[src/rtl/hs_chirp_pkg.sv]
// Package: shared types and helpers for the chirp handshake controller.
// Assumes line states arrive already decoded by a transceiver model.
package hs_chirp_pkg;

    // Decoded line state (encoding fixed by the requirements)
    typedef enum logic [1:0] {
        LS_SE0 = 2'b00,
        LS_J   = 2'b01,
        LS_K   = 2'b10,
        LS_BAD = 2'b11
    } line_e;

    // Operating mode reported at the port
    typedef enum logic [1:0] {
        OM_SUSP = 2'd0,
        OM_FS   = 2'd1,
        OM_HS   = 2'd2
    } opmode_e;

    // Controller phases
    typedef enum logic [2:0] {
        ST_FS,
        ST_HS,
        ST_SUSP,
        ST_WAIT,
        ST_SETTLE,
        ST_CHIRP,
        ST_LISTEN,
        ST_HSGO
    } cst_e;

    // Convert microseconds to clock cycles for a clock given in kHz
    function automatic int us2cyc(input int khz, input int us);
        return (khz * us) / 1000;
    endfunction

    // Larger of two integers, used to size counters
    function automatic int imax(input int a, input int b);
        return (a > b) ? a : b;
    endfunction

endpackage

[src/rtl/chirp_phase_timer.sv]
// Module: phase timer. Counts cycles spent in the current controller phase.
// Assumes restart is asserted in the cycle before a new phase begins, so the
// count reads zero in the first cycle of every phase. Saturates at all-ones.
module chirp_phase_timer #(
    parameter int TW = 18
) (
    input  logic          clk,
    input  logic          rst_n,
    input  logic          restart,
    output logic [TW-1:0] cnt
);

    localparam logic [TW-1:0] CNT_TOP = {TW{1'b1}};

    // Phase cycle counter with restart and saturation
    always_ff @(posedge clk) begin
        if (!rst_n) begin
            cnt <= '0;
        end else if (restart) begin
            cnt <= '0;
        end else if (cnt != CNT_TOP) begin
            cnt <= cnt + TW'(1);
        end
    end

endmodule

[src/rtl/chirp_kj_meter.sv]
// Module: hub chirp meter. Measures the length of each line-state segment
// and counts consecutive in-bounds segments that alternate K, J, K, J...
// The meter only runs while arm is high; otherwise it holds a cleared state.
// A segment is judged in the cycle the line changes away from it.
// hit is raised in the cycle the NEED-th valid segment completes.
module chirp_kj_meter
    import hs_chirp_pkg::*;
#(
    parameter int SEG_MIN = 40,
    parameter int SEG_MAX = 60,
    parameter int NEED    = 6
) (
    input  logic       clk,
    input  logic       rst_n,
    input  logic       arm,
    input  logic [1:0] line_st,
    output logic       hit
);

    localparam int LW = $clog2(SEG_MAX + 2);
    localparam int CW = $clog2(NEED + 1);
    localparam logic [LW-1:0] L_MIN = LW'(SEG_MIN);
    localparam logic [LW-1:0] L_MAX = LW'(SEG_MAX);
    localparam logic [LW-1:0] L_CAP = LW'(SEG_MAX + 1);
    localparam logic [CW-1:0] C_LAST = CW'(NEED - 1);

    logic [1:0]    prev_ls;
    logic [LW-1:0] seg_len;
    logic [CW-1:0] kj_cnt;
    logic          changed;
    logic [1:0]    want_ls;
    logic          seg_ok;

    // Judge the segment that ends in this cycle
    always_comb begin
        changed = (line_st != prev_ls);
        want_ls = kj_cnt[0] ? LS_J : LS_K;
        seg_ok  = (prev_ls == want_ls) && (seg_len >= L_MIN) && (seg_len <= L_MAX);
        hit     = arm && changed && seg_ok && (kj_cnt == C_LAST);
    end

    // Segment length and alternation count
    always_ff @(posedge clk) begin
        if (!rst_n || !arm) begin
            prev_ls <= LS_SE0;
            seg_len <= '0;
            kj_cnt  <= '0;
        end else if (changed) begin
            kj_cnt  <= seg_ok ? (kj_cnt + CW'(1)) : '0;
            prev_ls <= line_st;
            seg_len <= LW'(1);
        end else if (seg_len != L_CAP) begin
            seg_len <= seg_len + LW'(1);
        end
    end

endmodule

[src/rtl/chirp_seq_fsm.sv]
// Module: handshake sequencer. Steps through reset wait, full-speed switch,
// settle and sample, chirp K, hub chirp listening and high-speed entry.
// The transceiver controls are decoded from the state as Moore outputs.
// Assumes every phase length is at least one cycle.
module chirp_seq_fsm
    import hs_chirp_pkg::*;
#(
    parameter int TW         = 18,
    parameter int WAIT_CYC   = 3060,
    parameter int FSSAMP_CYC = 200,
    parameter int HSSET_CYC  = 500,
    parameter int CHIRP_CYC  = 1500,
    parameter int LISTEN_CYC = 3000,
    parameter int HSGO_CYC   = 100
) (
    input  logic          clk,
    input  logic          rst_n,
    input  logic [1:0]    line_st,
    input  logic          rst_cue,
    input  logic          hit,
    input  logic [TW-1:0] tcnt,
    output logic          restart,
    output logic          listening,
    output logic          pullup_en,
    output logic          hs_term_en,
    output logic          chirp_k_en,
    output logic [1:0]    op_mode,
    output logic          hs_done,
    output logic          neg_hs
);

    localparam logic [TW-1:0] E_WAIT   = TW'(WAIT_CYC - 1);
    localparam logic [TW-1:0] E_FSSAMP = TW'(FSSAMP_CYC - 1);
    localparam logic [TW-1:0] E_HSSET  = TW'(HSSET_CYC - 1);
    localparam logic [TW-1:0] E_CHIRP  = TW'(CHIRP_CYC - 1);
    localparam logic [TW-1:0] E_LISTEN = TW'(LISTEN_CYC - 1);
    localparam logic [TW-1:0] E_HSGO   = TW'(HSGO_CYC - 1);

    cst_e state, nstate;
    logic orig_hs;
    logic fin_hs, fin_fs;
    logic in_hs_cfg;

    // Next-phase selection
    always_comb begin
        nstate = state;
        unique case (state)
            ST_FS, ST_SUSP, ST_HS: begin
                if (rst_cue) nstate = ST_WAIT;
            end
            ST_WAIT: begin
                if (!rst_cue)           nstate = orig_hs ? ST_HS : ST_FS;
                else if (tcnt == E_WAIT) nstate = ST_SETTLE;
            end
            ST_SETTLE: begin
                if (tcnt == (orig_hs ? E_HSSET : E_FSSAMP)) begin
                    if (line_st == LS_SE0) nstate = ST_CHIRP;
                    else                   nstate = orig_hs ? ST_SUSP : ST_FS;
                end
            end
            ST_CHIRP: begin
                if (tcnt == E_CHIRP) nstate = ST_LISTEN;
            end
            ST_LISTEN: begin
                if (hit)                   nstate = ST_HSGO;
                else if (tcnt == E_LISTEN) nstate = ST_FS;
            end
            ST_HSGO: begin
                if (tcnt == E_HSGO) nstate = ST_HS;
            end
            default: nstate = ST_FS;
        endcase
        restart = (nstate != state);
        fin_hs  = (state == ST_HSGO) && (nstate == ST_HS);
        fin_fs  = (state == ST_LISTEN) && (nstate == ST_FS);
    end

    // Phase register, origin speed and handshake result
    always_ff @(posedge clk) begin
        if (!rst_n) begin
            state   <= ST_FS;
            orig_hs <= 1'b0;
            hs_done <= 1'b0;
            neg_hs  <= 1'b0;
        end else begin
            state <= nstate;
            if ((state == ST_FS || state == ST_HS || state == ST_SUSP) && nstate == ST_WAIT)
                orig_hs <= (state == ST_HS);
            hs_done <= fin_hs || fin_fs;
            if (fin_hs) neg_hs <= 1'b1;
            else if (fin_fs) neg_hs <= 1'b0;
        end
    end

    // Transceiver controls and mode decoded from the phase
    always_comb begin
        in_hs_cfg  = (state == ST_HS) || (state == ST_WAIT && orig_hs);
        pullup_en  = !in_hs_cfg;
        hs_term_en = in_hs_cfg;
        chirp_k_en = (state == ST_CHIRP);
        listening  = (state == ST_LISTEN);
        if (in_hs_cfg)             op_mode = OM_HS;
        else if (state == ST_SUSP) op_mode = OM_SUSP;
        else                       op_mode = OM_FS;
    end

endmodule

[src/rtl/hs_chirp_ctrl.sv]
// Module: device-side high-speed chirp handshake controller (top).
// Scales the microsecond timing parameters to cycles and ties together the
// phase timer, the hub chirp meter and the sequencer.
// Assumes CLK_KHZ gives at least one cycle for every duration.
module hs_chirp_ctrl
    import hs_chirp_pkg::*;
#(
    parameter int CLK_KHZ      = 60000,
    parameter int WAIT_US      = 3060,
    parameter int FS_SAMPLE_US = 200,
    parameter int HS_SETTLE_US = 500,
    parameter int CHIRP_US     = 1500,
    parameter int SEG_MIN_US   = 40,
    parameter int SEG_MAX_US   = 60,
    parameter int KJ_NEED      = 6,
    parameter int LISTEN_US    = 3000,
    parameter int HS_ENTER_US  = 100
) (
    input  logic       clk,
    input  logic       rst_n,
    input  logic [1:0] line_st,
    input  logic       rst_cue,
    output logic       pullup_en,
    output logic       hs_term_en,
    output logic       chirp_k_en,
    output logic [1:0] op_mode,
    output logic       neg_hs,
    output logic       hs_done
);

    localparam int WAIT_CYC   = us2cyc(CLK_KHZ, WAIT_US);
    localparam int FSSAMP_CYC = us2cyc(CLK_KHZ, FS_SAMPLE_US);
    localparam int HSSET_CYC  = us2cyc(CLK_KHZ, HS_SETTLE_US);
    localparam int CHIRP_CYC  = us2cyc(CLK_KHZ, CHIRP_US);
    localparam int SMIN_CYC   = us2cyc(CLK_KHZ, SEG_MIN_US);
    localparam int SMAX_CYC   = us2cyc(CLK_KHZ, SEG_MAX_US);
    localparam int LISTEN_CYC = us2cyc(CLK_KHZ, LISTEN_US);
    localparam int HSGO_CYC   = us2cyc(CLK_KHZ, HS_ENTER_US);
    localparam int MAX_CYC    = imax(imax(imax(WAIT_CYC, FSSAMP_CYC), imax(HSSET_CYC, CHIRP_CYC)),
                                     imax(LISTEN_CYC, HSGO_CYC));
    localparam int TW         = $clog2(MAX_CYC + 1);

    logic          restart;
    logic          listening;
    logic          hit;
    logic [TW-1:0] tcnt;

    chirp_phase_timer #(.TW(TW)) u_timer (
        .clk     (clk),
        .rst_n   (rst_n),
        .restart (restart),
        .cnt     (tcnt)
    );

    chirp_kj_meter #(
        .SEG_MIN (SMIN_CYC),
        .SEG_MAX (SMAX_CYC),
        .NEED    (KJ_NEED)
    ) u_meter (
        .clk     (clk),
        .rst_n   (rst_n),
        .arm     (listening),
        .line_st (line_st),
        .hit     (hit)
    );

    chirp_seq_fsm #(
        .TW         (TW),
        .WAIT_CYC   (WAIT_CYC),
        .FSSAMP_CYC (FSSAMP_CYC),
        .HSSET_CYC  (HSSET_CYC),
        .CHIRP_CYC  (CHIRP_CYC),
        .LISTEN_CYC (LISTEN_CYC),
        .HSGO_CYC   (HSGO_CYC)
    ) u_fsm (
        .clk        (clk),
        .rst_n      (rst_n),
        .line_st    (line_st),
        .rst_cue    (rst_cue),
        .hit        (hit),
        .tcnt       (tcnt),
        .restart    (restart),
        .listening  (listening),
        .pullup_en  (pullup_en),
        .hs_term_en (hs_term_en),
        .chirp_k_en (chirp_k_en),
        .op_mode    (op_mode),
        .hs_done    (hs_done),
        .neg_hs     (neg_hs)
    );

endmodule

[config.mk]
export PLATFORM = sky130hd
export DESIGN_NAME = hs_chirp_ctrl
export DESIGN_NICKNAME = d
export VERILOG_FILES = /design/src/rtl/hs_chirp_pkg.sv /design/src/rtl/chirp_phase_timer.sv /design/src/rtl/chirp_kj_meter.sv /design/src/rtl/chirp_seq_fsm.sv /design/src/rtl/hs_chirp_ctrl.sv
export SDC_FILE = /design/constraint.sdc
export NUM_CORES = 1
export LEC_CHECK = 0
export ABC_AREA = 0
export ABC_CLOCK_PERIOD_IN_PS = 3520
export BUFFER_PORTS_ARGS = -buffer_cell sky130_fd_sc_hd__buf_2
export CAP_MARGIN = 40
export CORE_MARGIN = 2
export CORE_UTILIZATION = 45
export CTS_CLUSTER_SIZE = 20
export DETAILED_ROUTE_END_ITERATION = 16
export HOLD_SLACK_MARGIN = 0.03
export PLACE_DENSITY = 0.69
export SYNTH_ARGS = -nofsm -noshare
export SYNTH_HDL_FRONTEND = slang
export SYNTH_SLANG_ARGS = --single-unit
export TNS_END_PERCENT = 20
[constraint.sdc]
create_clock -name clk -period 3.52 [get_ports clk]
set_input_delay 0.176 -clock clk [delete_from_list [all_inputs] [get_ports clk]]
set_output_delay 0.176 -clock clk [all_outputs]
set_load 0.02 [all_outputs]
Word-level counts from Yosys, hierarchy flattened
Cells that the tools add are included.

storage, ports and cells
  word-level logic and storage cells = 81
  flip-flop bits (word level) = 41

operators by class
  magnitude comparators = 2
  reductions and logical operators = 25
  $add $sub $neg = 3
  bitwise gates (word level) = 1
  multiplexer cells = 21
  eq/ne operators = 20

operator list
  operator                                                 number
  equality test 18 bit (second input constant)             2
  2-to-1 mux 3 bit                                         10
  adder 18 x 1 -> 18 bit (second input constant)           1
  equality test 18 x 13 -> 1 bit (second input constant)   1
  equality test 18 x 17 -> 1 bit (second input constant)   1
  equality test 18 bit                                     1
  inequality test 18 bit (second input constant)           1
  case mux 3 bit (6 select lines)                          1
  equality test 3 bit (second input constant)              5
  2-to-1 mux 15 bit                                        1
  adder 12 x 1 -> 12 bit (second input constant)           1
  >= comparator 12 bit (second input constant)             1
  less-or-equal comparator 12 bit (second input constant)  1
  inequality test 12 bit (second input constant)           1
  equality test 3 x 2 -> 1 bit (second input constant)     3
  logical AND 1 bit                                        9
  equality test 3 x 1 -> 1 bit (second input constant)     2
  logical NOT 3 bit                                        2
  2-to-1 mux 1 bit                                         6
  2-to-1 mux 2 bit                                         3
  logical OR 1 bit                                         5
  nonzero test 2 bit                                       2
  OR reduction 2 bit                                       2
  adder 3 x 1 -> 3 bit (second input constant)             1
  7 further kinds                                          9

Logic depth before layout (Yosys ltp)
  depth after elaboration = 12
  depth in mapped cells = 10
  gate-level depth less buffers = 8

By module
A second synthesis with hierarchy kept.

unflattened totals
  cell total of the unflattened synthesis = 310
  area total of the unflattened synthesis = 2661.3 µm²

modules (own cells, without submodules)
  module             times used  cells an instance  seq. area each (µm²)  area an instance (µm²)
  chirp_phase_timer  1           105                360.3                 977.2
  chirp_kj_meter     1           104                340.3                 957.2
  chirp_seq_fsm      1           101                120.1                 726.9

Least setup slack after synthesis
OpenSTA, ideal clock, no wires.

  path type = register to register
  start = register u_timer.cnt[0]
  end = register u_timer.cnt[17]
  buffers on the path = 2
  required time = 3.400 ns
  setup time = 0.120 ns
  arrival = 2.194 ns
  clock period less this slack = 2.314 ns
  setup slack = 1.206 ns
  stages on the path, launching flop included = 10
  cells stage by stage = dfxtp_1 ha_1 nand4b_2 or3_4 or4_4 o21ai_4 a21o_1 buf_6 buf_12 nor3_2

on the way
  longest elaborated chain between the ends = 6
  elaborated cells on any way between the ends = 17
  classes of those cells = add/sub (1); eq/ne (7); mux (8); reduce/logical (1)

RTL lines
  element                                  RTL line                                  RTL
  from (decl)                              chirp_phase_timer.sv:10                   output logic [TW-1:0] cnt
  from (signal assigned)                   chirp_phase_timer.sv:22                   cnt <= cnt + TW'(1);
  equality test 18 bit (on tied branches)  chirp_seq_fsm.sv:66, chirp_seq_fsm.sv:53
  2-to-1 mux 3 bit (on tied branches)      chirp_seq_fsm.sv:66, chirp_seq_fsm.sv:53
  2-to-1 mux 3 bit (on tied branches)      chirp_seq_fsm.sv:65, chirp_seq_fsm.sv:52
  case mux 3 bit (6 select lines)          chirp_seq_fsm.sv:47                       unique case (state)
  inequality test 3 bit                    chirp_seq_fsm.sv:73                       restart = (nstate != state);
  OR reduction 2 bit (no line)             -

Several ways; a longest one is shown, not always the timed one.
A chain may end at the register's enable or synchronous reset.

Worst setup path in the final report
  start = register u_timer.cnt[0]
  end = register u_timer.cnt[7]

Same word-level chain as after synthesis.

==> impl_metrics.py <==
metrics = {
    "run_status": {
        "status": "finished clean",
    },
    "route": {
        "drt_wl_total_um": 5440,
        "drt_iter0_drc": 158,
        "dr.pass1.iters": 4,
        "wl_per_cell_um": 14.2,
        "viasPerCell": 5.86,
        "vias": 2249,
        "drc": 0,
        "ant_nets": 0,
    },
    "setup_path": {
        "cp_max_fo": 18,
        "r2r_slack_ns": 0.99,
        "critPathBufInv": 0,
        "endpoint_kind": "flop",
        "worst_ep_required_time_ns": 3.69,
        "critPathTopFamily": "simple AND/OR/NAND/NOR gates",
        "r2r_cells": 7,
        "r2r-start": "u_timer.cnt[0]",
        "r2r-end": "u_timer.cnt[7]",
        "cpPeakStageDelay_ns": 0.41,
        "path_cells": "ha_1, nand3_2, or3_1, or3_1, a311o_1, nand3_2, nor3_1",
        "crit_type": "reg -> reg",
        "critPathSlowestCell": "dfxtp_1",
        "cp-start-kind": "flop",
        "crit_arrival_ns": 2.70,
    },
    "final_layout": {
        "fillCellCount": 564,
        "drive_above_1_share_pct": 14.6,
        "fin_nets": 320,
        "finish.utilization_pct": 47.2,
        "instances_no_fill": 384,
        "antenna_cells": 0,
        "fin_area_sq_um": 2760,
        "syn_to_final_growth_pct": 2.13,
    },
    "power": {
        "power_uw": 854,
        "power_frac_seq_pct": 56.1,
        "clkPwrFrac_pct": 37.2,
        "p_switching_uw": 212,
        "power.leakage_nw": 0.928,
        "power_density_nw_per_um2": 309,
        "p_comb_share_pct": 6.7,
        "peakVddDrop_v": 0.000216,
        "p_int_uw": 642,
        "switching_share_pct": 24.8,
    },
    "synth": {
        "syn_nets": 322,
        "yosysWarnings": 0,
        "synth_cells": 311,
        "synthXorXnorAreaFrac_pct": 8.75,
        "synth_edf_count": 0,
        "yosys.area_share.simple_pct": 39.4,
        "synthTopCellsByArea": "dfxtp_1, xnor2_1, nor2_1",
        "synthAdderAreaFrac_pct": 2.78,
        "synthDominantCellAreaShare_pct": 30.4,
        "synth_top_area_cell": "dfxtp_1",
        "synth-compound-area-share_pct": 9.39,
        "syn_area_sq_um": 2700,
        "ys.flop_type": "dfxtp_1",
        "ys_seq_elements": 41,
        "synth_top_family_by_area": "simple AND/OR/NAND/NOR gates",
        "yosysMostFrequentCell": "dfxtp_1",
        "async_reset_ff_share_pct": 0,
        "synthMuxAreaShare_pct": 1.11,
        "seq_area_frac_synth_pct": 30.4,
        "synth_common_cells": "dfxtp_1, nor2_1, nor3_1, nand2_1, xnor2_1",
        "synth.distinct_cells": 65,
        "syn_avg_cell_area_sq_um": 8.69,
    },
    "hold_path": {
        "hold_start": "line_st[0]",
        "hold_end": "u_meter.prev_ls[0]",
        "hold_path_class": "in -> reg",
        "whs_path_depth": 2,
    },
    "sta": {
        "final.setup.tns_ns": 0,
        "finalHoldViolations": 0,
        "fin_crit_sh_pct": 71.9,
        "max_slew_margin_pct": 56.4,
        "worst_pin_slew_ns": 0.649,
        "rsz0062_at_grt": "false",
        "skew_ns": 0.00721,
        "fin_crit_ns": 2.53,
        "fmax_mhz": 395,
        "fin_ws_ns": 0.989,
        "fin_hold_ws_ns": 0.164,
        "drv_slew": 0,
        "setup_viol": 0,
    },
    "die": {
        "placementRows": 28,
        "die-area_sq_um": 6640,
        "io_pins": 12,
        "die_y_um": 81.5,
        "start_util_pct": 46.2,
        "fp.dieW_um": 81.5,
        "core_area_sq_um": 5850,
    },
    "clock_network": {
        "clkTransAtPathRegs_ns": 0.08,
        "cts_sinks": 41,
        "postCtsSetupBuffers": 0,
        "clk_path_buf_depth": 2,
        "htree_num_levels": 2,
        "postCtsHoldBufs": 0,
        "cts_tree": "built",
        "post_cts_resized": 0,
        "clkLatencyLatePin_ns": 0.29,
        "cts_buffers": 5,
        "ctsRootBufferMaster": "clkbuf_8",
    },
    "job": {
        "cap_violations": 0,
    },
    "placement": {
        "gp_congestion": 0.861,
        "pre_cts_ws_ns": 0.977,
        "dpl-instance-area_sq_um": 2670,
        "dp_cells": 377,
        "io_buffers": 11,
        "dp_hpwl_um": 3830,
    },
    "global_routing": {
        "grt_pass1_vias": 1981,
        "gr-total-overflow": 0,
        "grt_usage_pct": 17.5,
        "grt_max_degree": 22,
        "antenna_found_initial": 0,
        "grt_pass1_wl_um": 9100,
    },
}
==> kinds of logic after synthesis <==
| kind of cell | Yosys count |
|---|---|
| xor+xnor | 27 |
| simple gates | 169 |
| fa+ha+maj | 6 |
| compound gates | 36 |
| buf+inv | 29 |
| flops | 41 |
| mux | 3 |
==> metal layers <==
layer	track usage (%)	wire length [um]	vias up
met2	26.6	2510	46
met3	4.40	217	10
li1	-	-	1126
met1	23.7	2590	1067
met4	6.78	117	0
met5	0	0	-
==> worst register-to-register path, stage by stage, from the launching register on <==
cell and delay [ns]:
dfxtp_1 0.41, ha_1 0.27, nand3_2 0.18, or3_1 0.37, or3_1 0.39, a311o_1 0.33, nand3_2 0.36, nor3_1 0.10
==> flip-flops by register name, indices dropped and copies added, names as in the netlist <==
register	cells
u_timer.cnt	18
u_meter.seg_len	12
u_fsm.state	3
u_meter.kj_cnt	3
u_meter.prev_ls	2
u_fsm.hs_done	1
u_fsm.neg_hs	1
u_fsm.orig_hs	1
==> worst max path at each step <==
stage	to	slack (ns)	from	cells past startpoint
detailed placement	u_timer.cnt[7]	0.98	u_timer.cnt[0]	7
finish	u_timer.cnt[7]	0.99	u_timer.cnt[0]	7
global placement	u_timer.cnt[4]	1.03	u_timer.cnt[0]	8
global route	u_timer.cnt[5]	0.76	u_timer.cnt[0]	7
floorplan	u_timer.cnt[17]	1.21	u_timer.cnt[0]	9
CTS	u_timer.cnt[7]	0.96	u_timer.cnt[0]	7
==> area by class of cell <==
| class | instances | area (sq um) | area share (%) |
|---|---|---|---|
| clock buffer | 6 | 82.6 | 2.99 |
| clock inverter | 1 | 7.51 | 0.272 |
| inverter | 7 | 26.3 | 0.952 |
| multi-input combinational | 241 | 1660 | 60.1 |
| sequential | 41 | 821 | 29.7 |
| tap | 75 | 93.8 | 3.40 |
| timing repair buffer | 13 | 70.1 | 2.54 |
==> layout by cell type, fill, tap and decap left out, drive strengths merged, types with 9 or more instances in the layout <==
master and count:
nor2 33, xor2 9, xnor2 18, dfxtp 41, a21oi 9, nor3 33, nand3 16, nand4b 9
nand4 11, nand2 19, buf 13
==> power by group through the flow <==
| stage | clock network [mW] | logic (mW) | registers, mW |
|---|---|---|---|
| after floorplan | 0 | 0.0614 | 0.482 |
| after global placement | 0 | 0.0573 | 0.490 |
| after detailed placement | 0 | 0.0575 | 0.490 |
| after CTS | 0.328 | 0.0578 | 0.479 |
| after global routing | 0.352 | 0.0639 | 0.481 |
| final | 0.318 | 0.0574 | 0.479 |
(Power assumes the default switching activity.)
